File: src/rtl/mdio_pkg.sv
// Package: shared field positions and the request record for the MDIO master.
// Assumes a 32-bit register word and clause-22 framing (16 data bits, 5-bit addresses).
package mdio_pkg;

    localparam int DATA_W   = 16;
    localparam int ADDR_W   = 5;
    localparam int WORD_W   = 32;

    // Access register bit positions that software decodes
    localparam int ACC_GO   = 31;
    localparam int ACC_WR   = 30;
    localparam int ACC_ACK  = 29;
    localparam int ACC_REG  = 21;
    localparam int ACC_PHY  = 16;

    // Control register bit positions
    localparam int CTL_IDLE = 31;
    localparam int CTL_EN   = 30;

    // Transaction fields held while a frame runs
    typedef struct packed {
        logic              wr;
        logic [ADDR_W-1:0] phy;
        logic [ADDR_W-1:0] regad;
        logic [DATA_W-1:0] data;
    } mdio_req_t;

endpackage

File: src/rtl/mdio_mdc_gen.sv
// Module: MDC generator.
// Divides clk by (div+1) while run is high; a divider of 0 is treated as 1.
// fall_evt/rise_evt mark the clk cycle whose edge makes mdc fall/rise.
// Assumes div is not changed in the middle of a frame.
module mdio_mdc_gen #(
    parameter int DIV_W = 16
) (
    input  logic             clk,
    input  logic             rst_n,
    input  logic             run,
    input  logic [DIV_W-1:0] div,
    output logic             mdc,
    output logic             fall_evt,
    output logic             rise_evt
);

    logic [DIV_W-1:0] cnt_q;
    logic [DIV_W-1:0] div_eff;
    logic [DIV_W:0]   half;

    // Clamp divider and find the low-phase length
    always_comb begin
        div_eff  = (div == '0) ? DIV_W'(1) : div;
        half     = ({1'b0, div_eff} + (DIV_W+1)'(1)) >> 1;
        fall_evt = run && (cnt_q >= div_eff);
        rise_evt = run && !fall_evt && ({1'b0, cnt_q} == half - (DIV_W+1)'(1));
    end

    // Period counter and registered MDC level
    always_ff @(posedge clk) begin
        if (!rst_n) begin
            cnt_q <= '0;
            mdc   <= 1'b0;
        end else if (!run || fall_evt) begin
            cnt_q <= '0;
            mdc   <= 1'b0;
        end else begin
            cnt_q <= cnt_q + DIV_W'(1);
            if (rise_evt) begin
                mdc <= 1'b1;
            end
        end
    end

endmodule

File: src/rtl/mdio_bit_map.sv
// Module: frame bit map.
// For a bit index within one frame, gives the level to drive, whether the
// master drives at all, and whether the index is an ack or data sample slot.
// Assumes idx < PRE_LEN + 32.
module mdio_bit_map
    import mdio_pkg::*;
#(
    parameter int PRE_LEN = 32,
    parameter int IDX_W   = 7
) (
    input  logic [IDX_W-1:0] idx,
    input  mdio_req_t        req,
    output logic             drv,
    output logic             drv_en,
    output logic             smp_ack,
    output logic             smp_dat
);

    localparam int HDR_AT = PRE_LEN;
    localparam int TA_AT  = PRE_LEN + 14;
    localparam int DAT_AT = PRE_LEN + 16;

    logic [31:0] hdr;
    logic [4:0]  rel;
    logic        raw;

    // Decode the bit at idx from the post-preamble word
    always_comb begin
        hdr     = {2'b01, (req.wr ? 2'b01 : 2'b10), req.phy, req.regad, 2'b10, req.data};
        rel     = 5'(idx - IDX_W'(HDR_AT));
        raw     = (idx < IDX_W'(HDR_AT)) ? 1'b1 : hdr[~rel];
        drv_en  = req.wr || (idx < IDX_W'(TA_AT));
        drv     = drv_en ? raw : 1'b1;
        smp_ack = !req.wr && (idx == IDX_W'(TA_AT + 1));
        smp_dat = !req.wr && (idx >= IDX_W'(DAT_AT));
    end

endmodule

File: src/rtl/mdio_frame_fsm.sv
// Module: frame engine.
// Starts a frame on a falling MDC event when go and en are set, advances one
// bit per falling event, and samples MDIO on rising events during reads.
// done pulses combinationally on the event that closes the last bit.
// Assumes req is held stable by the register file while busy.
module mdio_frame_fsm
    import mdio_pkg::*;
#(
    parameter int PRE_LEN = 32
) (
    input  logic              clk,
    input  logic              rst_n,
    input  logic              en,
    input  logic              go,
    input  mdio_req_t         req,
    input  logic              fall_evt,
    input  logic              rise_evt,
    input  logic              mdio_i,
    output logic              busy,
    output logic              done,
    output logic              mdio_o,
    output logic              mdio_oe,
    output logic              res_ack,
    output logic [DATA_W-1:0] res_data
);

    localparam int FRAME_LEN = PRE_LEN + 32;
    localparam int IDX_W     = $clog2(FRAME_LEN + 1);
    localparam int LAST      = FRAME_LEN - 1;

    logic [IDX_W-1:0]  idx_q;
    logic [IDX_W-1:0]  idx_nx;
    logic              ack_q;
    logic [DATA_W-1:0] sh_q;
    logic              nx_drv, nx_en;
    logic              cur_ack, cur_dat;
    logic              nx_ack_unused, nx_dat_unused;
    logic              cur_drv_unused, cur_en_unused;

    // Index of the bit driven after the next falling event
    always_comb begin
        idx_nx = busy ? (idx_q + IDX_W'(1)) : '0;
        done   = fall_evt && busy && (idx_q == IDX_W'(LAST));
    end

    mdio_bit_map #(.PRE_LEN(PRE_LEN), .IDX_W(IDX_W)) u_map_nx (
        .idx     (idx_nx),
        .req     (req),
        .drv     (nx_drv),
        .drv_en  (nx_en),
        .smp_ack (nx_ack_unused),
        .smp_dat (nx_dat_unused)
    );

    mdio_bit_map #(.PRE_LEN(PRE_LEN), .IDX_W(IDX_W)) u_map_cur (
        .idx     (idx_q),
        .req     (req),
        .drv     (cur_drv_unused),
        .drv_en  (cur_en_unused),
        .smp_ack (cur_ack),
        .smp_dat (cur_dat)
    );

    // Frame sequencing on falling events, sampling on rising events
    always_ff @(posedge clk) begin
        if (!rst_n) begin
            busy    <= 1'b0;
            idx_q   <= '0;
            mdio_o  <= 1'b1;
            mdio_oe <= 1'b0;
            ack_q   <= 1'b0;
            sh_q    <= '0;
        end else if (fall_evt) begin
            if (busy) begin
                if (idx_q == IDX_W'(LAST)) begin
                    busy    <= 1'b0;
                    mdio_o  <= 1'b1;
                    mdio_oe <= 1'b0;
                end else begin
                    idx_q   <= idx_nx;
                    mdio_o  <= nx_drv;
                    mdio_oe <= nx_en;
                end
            end else if (go && en) begin
                busy    <= 1'b1;
                idx_q   <= idx_nx;
                mdio_o  <= nx_drv;
                mdio_oe <= nx_en;
                ack_q   <= 1'b0;
            end
        end else if (rise_evt && busy) begin
            if (cur_ack) begin
                ack_q <= ~mdio_i;
            end
            if (cur_dat) begin
                sh_q <= {sh_q[DATA_W-2:0], mdio_i};
            end
        end
    end

    // Result presented to the register file at completion
    always_comb begin
        res_ack  = ack_q;
        res_data = ack_q ? sh_q : '1;
    end

endmodule

File: src/rtl/mdio_csr.sv
// Module: register file.
// Holds control (enable, divider) and access (start flag, fields, ack, data).
// Access writes are dropped while the start flag is set; done clears the flag
// and loads the read result. Assumes DIV_W <= 16.
module mdio_csr
    import mdio_pkg::*;
#(
    parameter int          DIV_W   = 16,
    parameter int unsigned DIV_RST = 255
) (
    input  logic              clk,
    input  logic              rst_n,
    input  logic              reg_we,
    input  logic              reg_sel,
    input  logic [WORD_W-1:0] reg_wdata,
    output logic [WORD_W-1:0] reg_rdata,
    input  logic              busy,
    input  logic              done,
    input  logic              res_ack,
    input  logic [DATA_W-1:0] res_data,
    output logic              ctl_en,
    output logic [DIV_W-1:0]  ctl_div,
    output logic              acc_go,
    output mdio_req_t         acc_req
);

    logic              acc_ack;
    logic [WORD_W-1:0] ctl_word;
    logic [WORD_W-1:0] acc_word;
    logic              wd_unused;

    assign wd_unused = ^reg_wdata;

    // Register updates from software and from frame completion
    always_ff @(posedge clk) begin
        if (!rst_n) begin
            ctl_en  <= 1'b0;
            ctl_div <= DIV_W'(DIV_RST);
            acc_go  <= 1'b0;
            acc_ack <= 1'b0;
            acc_req <= '0;
        end else begin
            if (done) begin
                acc_go <= 1'b0;
                if (acc_req.wr) begin
                    acc_ack <= 1'b0;
                end else begin
                    acc_ack      <= res_ack;
                    acc_req.data <= res_data;
                end
            end
            if (reg_we && !reg_sel) begin
                ctl_en  <= reg_wdata[CTL_EN];
                ctl_div <= reg_wdata[DIV_W-1:0];
            end
            if (reg_we && reg_sel && !acc_go) begin
                acc_go        <= reg_wdata[ACC_GO];
                acc_req.wr    <= reg_wdata[ACC_WR];
                acc_req.regad <= reg_wdata[ACC_REG +: ADDR_W];
                acc_req.phy   <= reg_wdata[ACC_PHY +: ADDR_W];
                acc_req.data  <= reg_wdata[DATA_W-1:0];
            end
        end
    end

    // Read view of both registers
    always_comb begin
        ctl_word                 = '0;
        ctl_word[CTL_IDLE]       = ~busy;
        ctl_word[CTL_EN]         = ctl_en;
        ctl_word[DIV_W-1:0]      = ctl_div;
        acc_word                 = '0;
        acc_word[ACC_GO]         = acc_go;
        acc_word[ACC_WR]         = acc_req.wr;
        acc_word[ACC_ACK]        = acc_ack;
        acc_word[ACC_REG +: ADDR_W] = acc_req.regad;
        acc_word[ACC_PHY +: ADDR_W] = acc_req.phy;
        acc_word[DATA_W-1:0]     = acc_req.data;
        reg_rdata                = reg_sel ? acc_word : ctl_word;
    end

endmodule

File: src/rtl/mdio_master.sv
// Module: MDIO management master, top level.
// Ties the register file, MDC generator and frame engine together.
// MDC runs while enabled or while a frame is still in progress.
// Assumes an external pad combines mdio_o/mdio_oe/mdio_i.
module mdio_master
    import mdio_pkg::*;
#(
    parameter int          DIV_W   = 16,
    parameter int unsigned DIV_RST = 255,
    parameter int          PRE_LEN = 32
) (
    input  logic        clk,
    input  logic        rst_n,
    input  logic        reg_we,
    input  logic        reg_sel,
    input  logic [31:0] reg_wdata,
    output logic [31:0] reg_rdata,
    output logic        mdc,
    output logic        mdio_o,
    output logic        mdio_oe,
    input  logic        mdio_i
);

    logic              ctrl_en;
    logic [DIV_W-1:0]  ctrl_div;
    logic              acc_go;
    mdio_req_t         acc_req;
    logic              fr_busy;
    logic              fr_done;
    logic              res_ack;
    logic [DATA_W-1:0] res_data;
    logic              fall_evt;
    logic              rise_evt;
    logic              mdc_run;

    // Clock keeps running until an in-flight frame closes
    assign mdc_run = ctrl_en || fr_busy;

    mdio_csr #(.DIV_W(DIV_W), .DIV_RST(DIV_RST)) u_csr (
        .clk       (clk),
        .rst_n     (rst_n),
        .reg_we    (reg_we),
        .reg_sel   (reg_sel),
        .reg_wdata (reg_wdata),
        .reg_rdata (reg_rdata),
        .busy      (fr_busy),
        .done      (fr_done),
        .res_ack   (res_ack),
        .res_data  (res_data),
        .ctl_en    (ctrl_en),
        .ctl_div   (ctrl_div),
        .acc_go    (acc_go),
        .acc_req   (acc_req)
    );

    mdio_mdc_gen #(.DIV_W(DIV_W)) u_mdc (
        .clk      (clk),
        .rst_n    (rst_n),
        .run      (mdc_run),
        .div      (ctrl_div),
        .mdc      (mdc),
        .fall_evt (fall_evt),
        .rise_evt (rise_evt)
    );

    mdio_frame_fsm #(.PRE_LEN(PRE_LEN)) u_frame (
        .clk      (clk),
        .rst_n    (rst_n),
        .en       (ctrl_en),
        .go       (acc_go),
        .req      (acc_req),
        .fall_evt (fall_evt),
        .rise_evt (rise_evt),
        .mdio_i   (mdio_i),
        .busy     (fr_busy),
        .done     (fr_done),
        .mdio_o   (mdio_o),
        .mdio_oe  (mdio_oe),
        .res_ack  (res_ack),
        .res_data (res_data)
    );

endmodule

File: config.mk
export PLATFORM = sky130hd
export DESIGN_NAME = mdio_master
export DESIGN_NICKNAME = d
export VERILOG_FILES = /design/src/rtl/mdio_pkg.sv /design/src/rtl/mdio_mdc_gen.sv /design/src/rtl/mdio_bit_map.sv /design/src/rtl/mdio_frame_fsm.sv /design/src/rtl/mdio_csr.sv /design/src/rtl/mdio_master.sv
export SDC_FILE = /design/constraint.sdc
export NUM_CORES = 1
export LEC_CHECK = 0
export BUFFER_PORTS_ARGS = -buffer_cell sky130_fd_sc_hd__buf_4
export CORE_MARGIN = 4
export CORE_UTILIZATION = 25
export DETAILED_ROUTE_END_ITERATION = 16
export SLEW_MARGIN = 20
export SYNTH_ARGS = -nofsm -noshare
export SYNTH_HDL_FRONTEND = slang
export SYNTH_SLANG_ARGS = --single-unit
File: constraint.sdc
create_clock -name clk -period 12 [get_ports clk]
set_input_delay 0.6 -clock clk [delete_from_list [all_inputs] [get_ports clk]]
set_output_delay 0.6 -clock clk [all_outputs]
set_load 0.02 [all_outputs]
==> results of run 1 <==
==> synthesized netlist by cell type, drive strengths merged, types with 6 or more instances <==
cell,count
o21ai,48
o211a,17
inv,28
nand3b,17
o211ai,13
a21oi,19
ha,20
or4,6
or3,9
mux2i,31
a211oi,8
nor4,9
nand3,25
a21boi,24
buf,12
xor2,19
and3,7
dfxtp,90
nor2b,7
nor2,28
nor3,10
nand2,122
clkbuf,40
xnor2,22
nand2b,6
and2,16
nand4,11
==> per-stage QoR <==
stage                     hold WS (ns)  instances  instance area (µm²)  setup WS [ns]
after floorplan                  0.430        720                 5750           7.69
final                            0.455       1036                 6700           7.31
after global routing             0.470       1036                 6700           7.18
after detailed placement         0.447       1019                 6390           7.42
after global placement           0.440       1019                 6390           7.40
after CTS                        0.459       1035                 6690           7.39
==> worst reg2reg max path: stages, from the launching register on <==
cell	delay [ns]
dfxtp_1	0.41
or4_4	0.62
or3_4	0.44
o21ai_2	0.16
inv_1	0.06
ha_1	0.27
and3b_1	0.25
or4b_2	0.61
and3_1	0.19
nor4b_1	0.40
o211ai_1	0.26
or4_2	0.75
a21oi_1	0.17
==> registers in the layout, indices dropped and copies added, names as in the netlist <==
register,cells
u_csr.acc_req,27
u_csr.ctl_div,16
u_frame.sh_q,16
u_mdc.cnt_q,16
u_frame.idx_q,7
u_csr.acc_ack,1
u_csr.acc_go,1
u_csr.ctl_en,1
u_frame.busy,1
u_frame.mdio_o,1
u_frame.mdio_oe,1
u_frame.res_ack,1
u_mdc.mdc,1
==> area by class of cell <==
| type | count | area, µm² |
|---|---|---|
| sequential | 90 | 1800 |
| multi-input combinational | 550 | 3630 |
| clock inverter | 7 | 75.1 |
| clock buffer | 9 | 225 |
| tap | 285 | 357 |
| fill | 2435 | 15900 |
| inverter | 28 | 105 |
| timing repair buffer | 67 | 507 |
==> worst paths after layout <==
kind,startpoint,endpoint,slack [ns],cells after the start
max,u_csr.ctl_div[12],u_mdc.mdc,7.31,12
min,u_frame.sh_q[15],u_frame.sh_q[15],0.46,2
max reg2reg,u_csr.ctl_div[12],u_mdc.mdc,7.31,12
min reg2reg,u_frame.sh_q[15],u_frame.sh_q[15],0.46,2
==> power by group <==
part / total (mW) / switching (mW) / internal (mW)
combinational: 0.108 / 0.0633 / 0.0450
clock: 0.293 / 0.130 / 0.163
sequential: 0.321 / 0.0132 / 0.308
==> cells by family after synthesis <==
logic type                 after synthesis
adders and majority gates               20
buffers and inverters                   80
muxes                                   35
xor gates and xnor gates                41
DFF                                     90
other                                    1
and+or+nand+nor                        286
AOI/OAI and AO/OA                      165
==> metal layers <==
metal / routed length (µm) / vias up
met4: 339 / 0
li1: - / 2607
met5: 0 / -
met2: 7370 / 129
met3: 838 / 22
met1: 7890 / 2386
==> metrics.txt, run 1 <==
outcome finished, final reports clean; commonest non-fill, non-tap cell in the layout nand2_1; cts hold-fix bufs 0; clock root buffer clkbuf_16; most frequent cells in the layout 122 x nand2_1, 90 x dfxtp_1, 66 x buf_4; Worst-path clk slew 0.07 ns; clock latency on the worst-skew pair 0.35 ns; cell count after synthesis 718; CP max stage cell or4_2; Setup violations, final 0; final core utilization 0.296; CTS tree built; Post-Synth XOR/XNOR Area 0.0626; synth unique cells 69; Slew Viols, Final 0; CP startpoint kind flop; dominant synthesized flop cell dfxtp_1; worst hold-check path type reg2reg; Syn-to-layout area delta 16.7%; router iterations before antenna repair 5; critical path class reg2reg; Slowest Stage Delay on Critical Path 0.75 ns; largest net degree at the start of global routing just under 80; share of the synthesized area in the top cell type 0.314; Power Total 0.722 mW; DR vias/cell 4.97; gpl congestion 0.866; initial antenna violation count 0; Port Buf Inserts between 60 and 70; Ys Warns 0; post-synthesis mux area share 0.0639; #FFs+latches synth 90; final hold violation count 0; post-synthesis adder-cell area fraction 0.0436; CP Buf/Inv Count 1; via count approximately 5,100; Mapped Avg Cell Area 7.99 µm²; count of cells resized by post-cts repair 0; Fmax achieved about 0.21 GHz; worst vdd ir 0.0510 mV; vias in the first global route approximately 4,700; nature of the critical path endpoint flop; postcts setup bufs 0; row cnt 55; grt met2 use 0.199; share of cells above drive strength 1 0.136; synth top area cells dfxtp_1 31%, nand2_1 8.0%, mux2i_1 5.4%; GR Util met3 0.0199; Std-Cell Core Area 22,600 µm²; Critical Path AT between 4 and 5 ns; CP Cell Sequence or4_4 > or3_4 > o21ai_2 > inv_1 > ha_1 > and3b_1 > or4b_2 > and3_1 > nor4b_1 > o211ai_1 > or4_2 > a21oi_1; peak fanout along the critical path 9; number of flops mapped to enable cells by yosys 0; Setup TNS Final 0 ns; cell taking the most area after synthesis dfxtp_1; final antenna diode count 0; WP data required 12.27 ns; total track usage 0.127; number of top-level pins 72; Num Clock Sinks 90; post-synthesis compound-gate area fraction 0.199; clock skew 0.00809 ns; min cycle time layout 4.69 ns; initial cell density of the core 0.253; ANT nets after route 0; post-synthesis cell area 5740 µm²; cts bufs inserted 9; final net count 803; # DRC 0; gr ovfl total 0; Detailed Route WL 16.4 mm; main combinational cell family by area after synthesis simple AND/OR/NAND/NOR gates; Wirelength per Cell between 15 and 20 µm; Slew @ Worst Pin 1.00 ns; initial drt markers 439; Clock Tree Buf Depth 2; Max-slew headroom 0.327; CP delay by family, top simple AND/OR/NAND/NOR gates; sequential fraction of the synthesis area 0.314; first-pass GRT wire length 26.1 mm; RSZ-0062 raised after global routing false; MaxCap Viol Count 0; Tcrit/Tclk final 0.391; die height 160 µm; global route hottest layer met2; post-synthesis simple-gate area fraction 0.258; Async SR Flop Fraction 0; DP HPWL about 12 mm; die width 160 µm; pwr/cell area ~110 nW/µm²; die area about 25,000 µm²; H-tree levels 3; LEAKAGE 2.61 nW; met1 Use GR 0.176
Power figures use the tool's default switching activity.
==> run 2, diff against run 1 <==
==> constraint.sdc (replaced) <==
create_clock -name clk -period 4.3 [get_ports clk]
set_input_delay 0.215 -clock clk [delete_from_list [all_inputs] [get_ports clk]]
set_output_delay 0.215 -clock clk [all_outputs]
set_load 0.02 [all_outputs]
==> run 2 against run 1 <==
Via count is 2.1% higher. Core utilization is 0.84 points higher. Die area stayed put. Final cell count is 1.6% higher. Critical path depth is 3 higher. Critical endpoint is now u_frame.sh_q[14].
==> metrics.txt, run 2 (synthesis results as in run 1) <==
worst vdd ir 0.190 mV (was 0.0510 mV); CP max stage cell or4b_2 (was or4_2); die area 25,400 µm² (unchanged); router iterations before antenna repair 5 (unchanged); most frequent cells in the layout 122 x nand2_1, 90 x dfxtp_1, 81 x buf_4 (was 122 x nand2_1, 90 x dfxtp_1, 66 x buf_4); Power Total 2.05 mW (was 0.722 mW); peak fanout along the critical path 8 (was 9); Max-slew headroom 0.340 (was 0.327); Tcrit/Tclk final 0.959 (was 0.391); placed cell count 1,032 (was 1,019); Slew Viols, Final 0 (unchanged); Port Buf Inserts 64 (unchanged); first-pass GRT wire length 26.8 mm (was 26.1 mm); # DRC 0 (unchanged); clock latency on the worst-skew pair 0.35 ns (about the same); outcome finished, final reports clean (unchanged); clock root buffer clkbuf_16 (unchanged); Std-Cell Core Area 22,600 µm² (unchanged); final net count 820 (was 803); Biggest register u_csr.acc_req (unchanged); Critical Path AT 4.40 ns (was 4.95 ns); Clock Tree Buf Depth 2 (unchanged); largest net degree at the start of global routing 78 (unchanged); via count 5,251 (was 5,144); vias in the first global route 4,870 (was 4,715); nature of the critical path endpoint flop (unchanged); die width 160 µm (unchanged); Fmax achieved 0.243 GHz (was 0.213 GHz); min cycle time layout 4.12 ns (was 4.69 ns); Setup violations, final 0 (unchanged); most used cell, CP buf_4; Layout Cells excl Fill 1,053 (was 1,036); Worst-path clk slew 0.07 ns (about the same); critical path class reg2reg (unchanged); DR vias/cell 4.99 (was 4.97); CTS tree built (unchanged); gr ovfl total 0 (unchanged); initial antenna violation count 0 (unchanged); final hold violation count 0 (unchanged); CP Cell Sequence or4_4 > or3_4 > o21ai_4 > inv_1 > ha_1 > and3b_1 > or4b_2 > and3_1 > nor4b_2 > o211ai_1 > buf_4 > nor4_4 > buf_4 > clkbuf_16 > mux2i_1 (was or4_4 > or3_4 > o21ai_2 > inv_1 > ha_1 > and3b_1 > or4b_2 > and3_1 > nor4b_1 > o211ai_1 > or4_2 > a21oi_1); worst slack, placed 0.112 ns (was 7.42 ns); die height 160 µm (unchanged); cts hold-fix bufs 0 (unchanged); DP HPWL 12.7 mm (was 12.3 mm); MaxCap Viol Count 0 (unchanged); ANT nets after route 0 (unchanged); clock skew 0.00798 ns (was 0.00809 ns); cts bufs inserted 9 (unchanged); initial cell density of the core 0.253 (unchanged); Detailed Route WL 16.8 mm (was 16.4 mm); LEAKAGE 2.71 nW (was 2.61 nW); initial drt markers 394 (was 439); max FFs per register 27 (unchanged); CP startpoint kind flop (unchanged); Syn-to-layout area delta 20.0% (was 16.7%); Num Clock Sinks 90 (unchanged); Setup TNS Final 0 ns (unchanged); gpl congestion 0.945 (was 0.866); Wirelength per Cell 16.0 µm (was 15.9 µm); share of cells above drive strength 1 0.158 (was 0.136); final setup margin 0.177 ns (was 7.31 ns); worst hold-check path type in2reg (was reg2reg); H-tree levels 3 (unchanged); commonest non-fill, non-tap cell in the layout nand2_1 (unchanged); total track usage 0.129 (was 0.127); Slew @ Worst Pin 0.986 ns (was 1.00 ns); row cnt 55 (unchanged); final antenna diode count 0 (unchanged); pwr/cell area 298 nW/µm² (was 108 nW/µm²); number of top-level pins 72 (unchanged); final core utilization 0.304 (was 0.296); WP data required 4.58 ns (was 12.27 ns); Slowest Stage Delay on Critical Path 0.61 ns (was 0.75 ns); RSZ-0062 raised after global routing false (unchanged)
-- run 2: power by group --
group | internal [mW] | total, mW | switching (mW)
combinational | 0.138 | 0.326 | 0.188
clock | 0.486 | 0.841 | 0.355
sequential | 0.859 | 0.888 | 0.0286
total | 1.48 | 2.05 | 0.572
-- run 2: layout make-up --
class                      count  area, µm²
clock buffer                  11        253
multi-input combinational    550       3650
inverter                      28        105
clock inverter                 5       61.3
timing repair buffer          84        664
fill                        2415      15800
sequential                    90       1800
tap                          285        357
-- run 2: critical path: cells and delay by family (launching register included) --
| family | cells | cell delay [ns] |
|---|---|---|
| buffers and inverters | 4 | 0.59 |
| adders and majority gates | 1 | 0.21 |
| muxes | 1 | 0.18 |
| DFF | 1 | 0.31 |
| and+or+nand+nor | 7 | 2.46 |
| AOI/OAI and AO/OA | 2 | 0.31 |
-- run 2: repair_timing --
item                                    4_1_cts  5_1_grt
endpoints found under the setup margin        0       18
setup buffers                                 0        3
resized for setup                             0        2
-- run 2: final timing paths --
check / start / end / slack (ns) / cells past startpoint
worst min register to register: u_mdc.mdc / u_mdc.mdc / 0.46 / 2
worst max-delay path: u_csr.ctl_div[12] / u_frame.sh_q[14] / 0.18 / 15
worst max register to register: u_csr.ctl_div[12] / u_frame.sh_q[14] / 0.18 / 15
worst min-delay path: reg_wdata[0] / u_csr.ctl_div[0] / 0.11 / 3
-- run 2: metal layers --
metal	vias to the layer above	wire length (µm)	share of wire	global-route usage
li1	2639	-	-	-
met5	-	0	0	0
met1	2453	7840	0.47	0.175
met3	29	915	0.054	0.0280
met2	130	7620	0.45	0.202
met4	0	467	0.028	0.0477
-- run 2: through the flow --
step	hold slack, ns	cell area, µm²
floorplan	0.339	5750
global placement	0.443	6500
detailed placement	0.447	6500
CTS	0.0954	6810
global route	0.112	6890
finish	0.112	6890
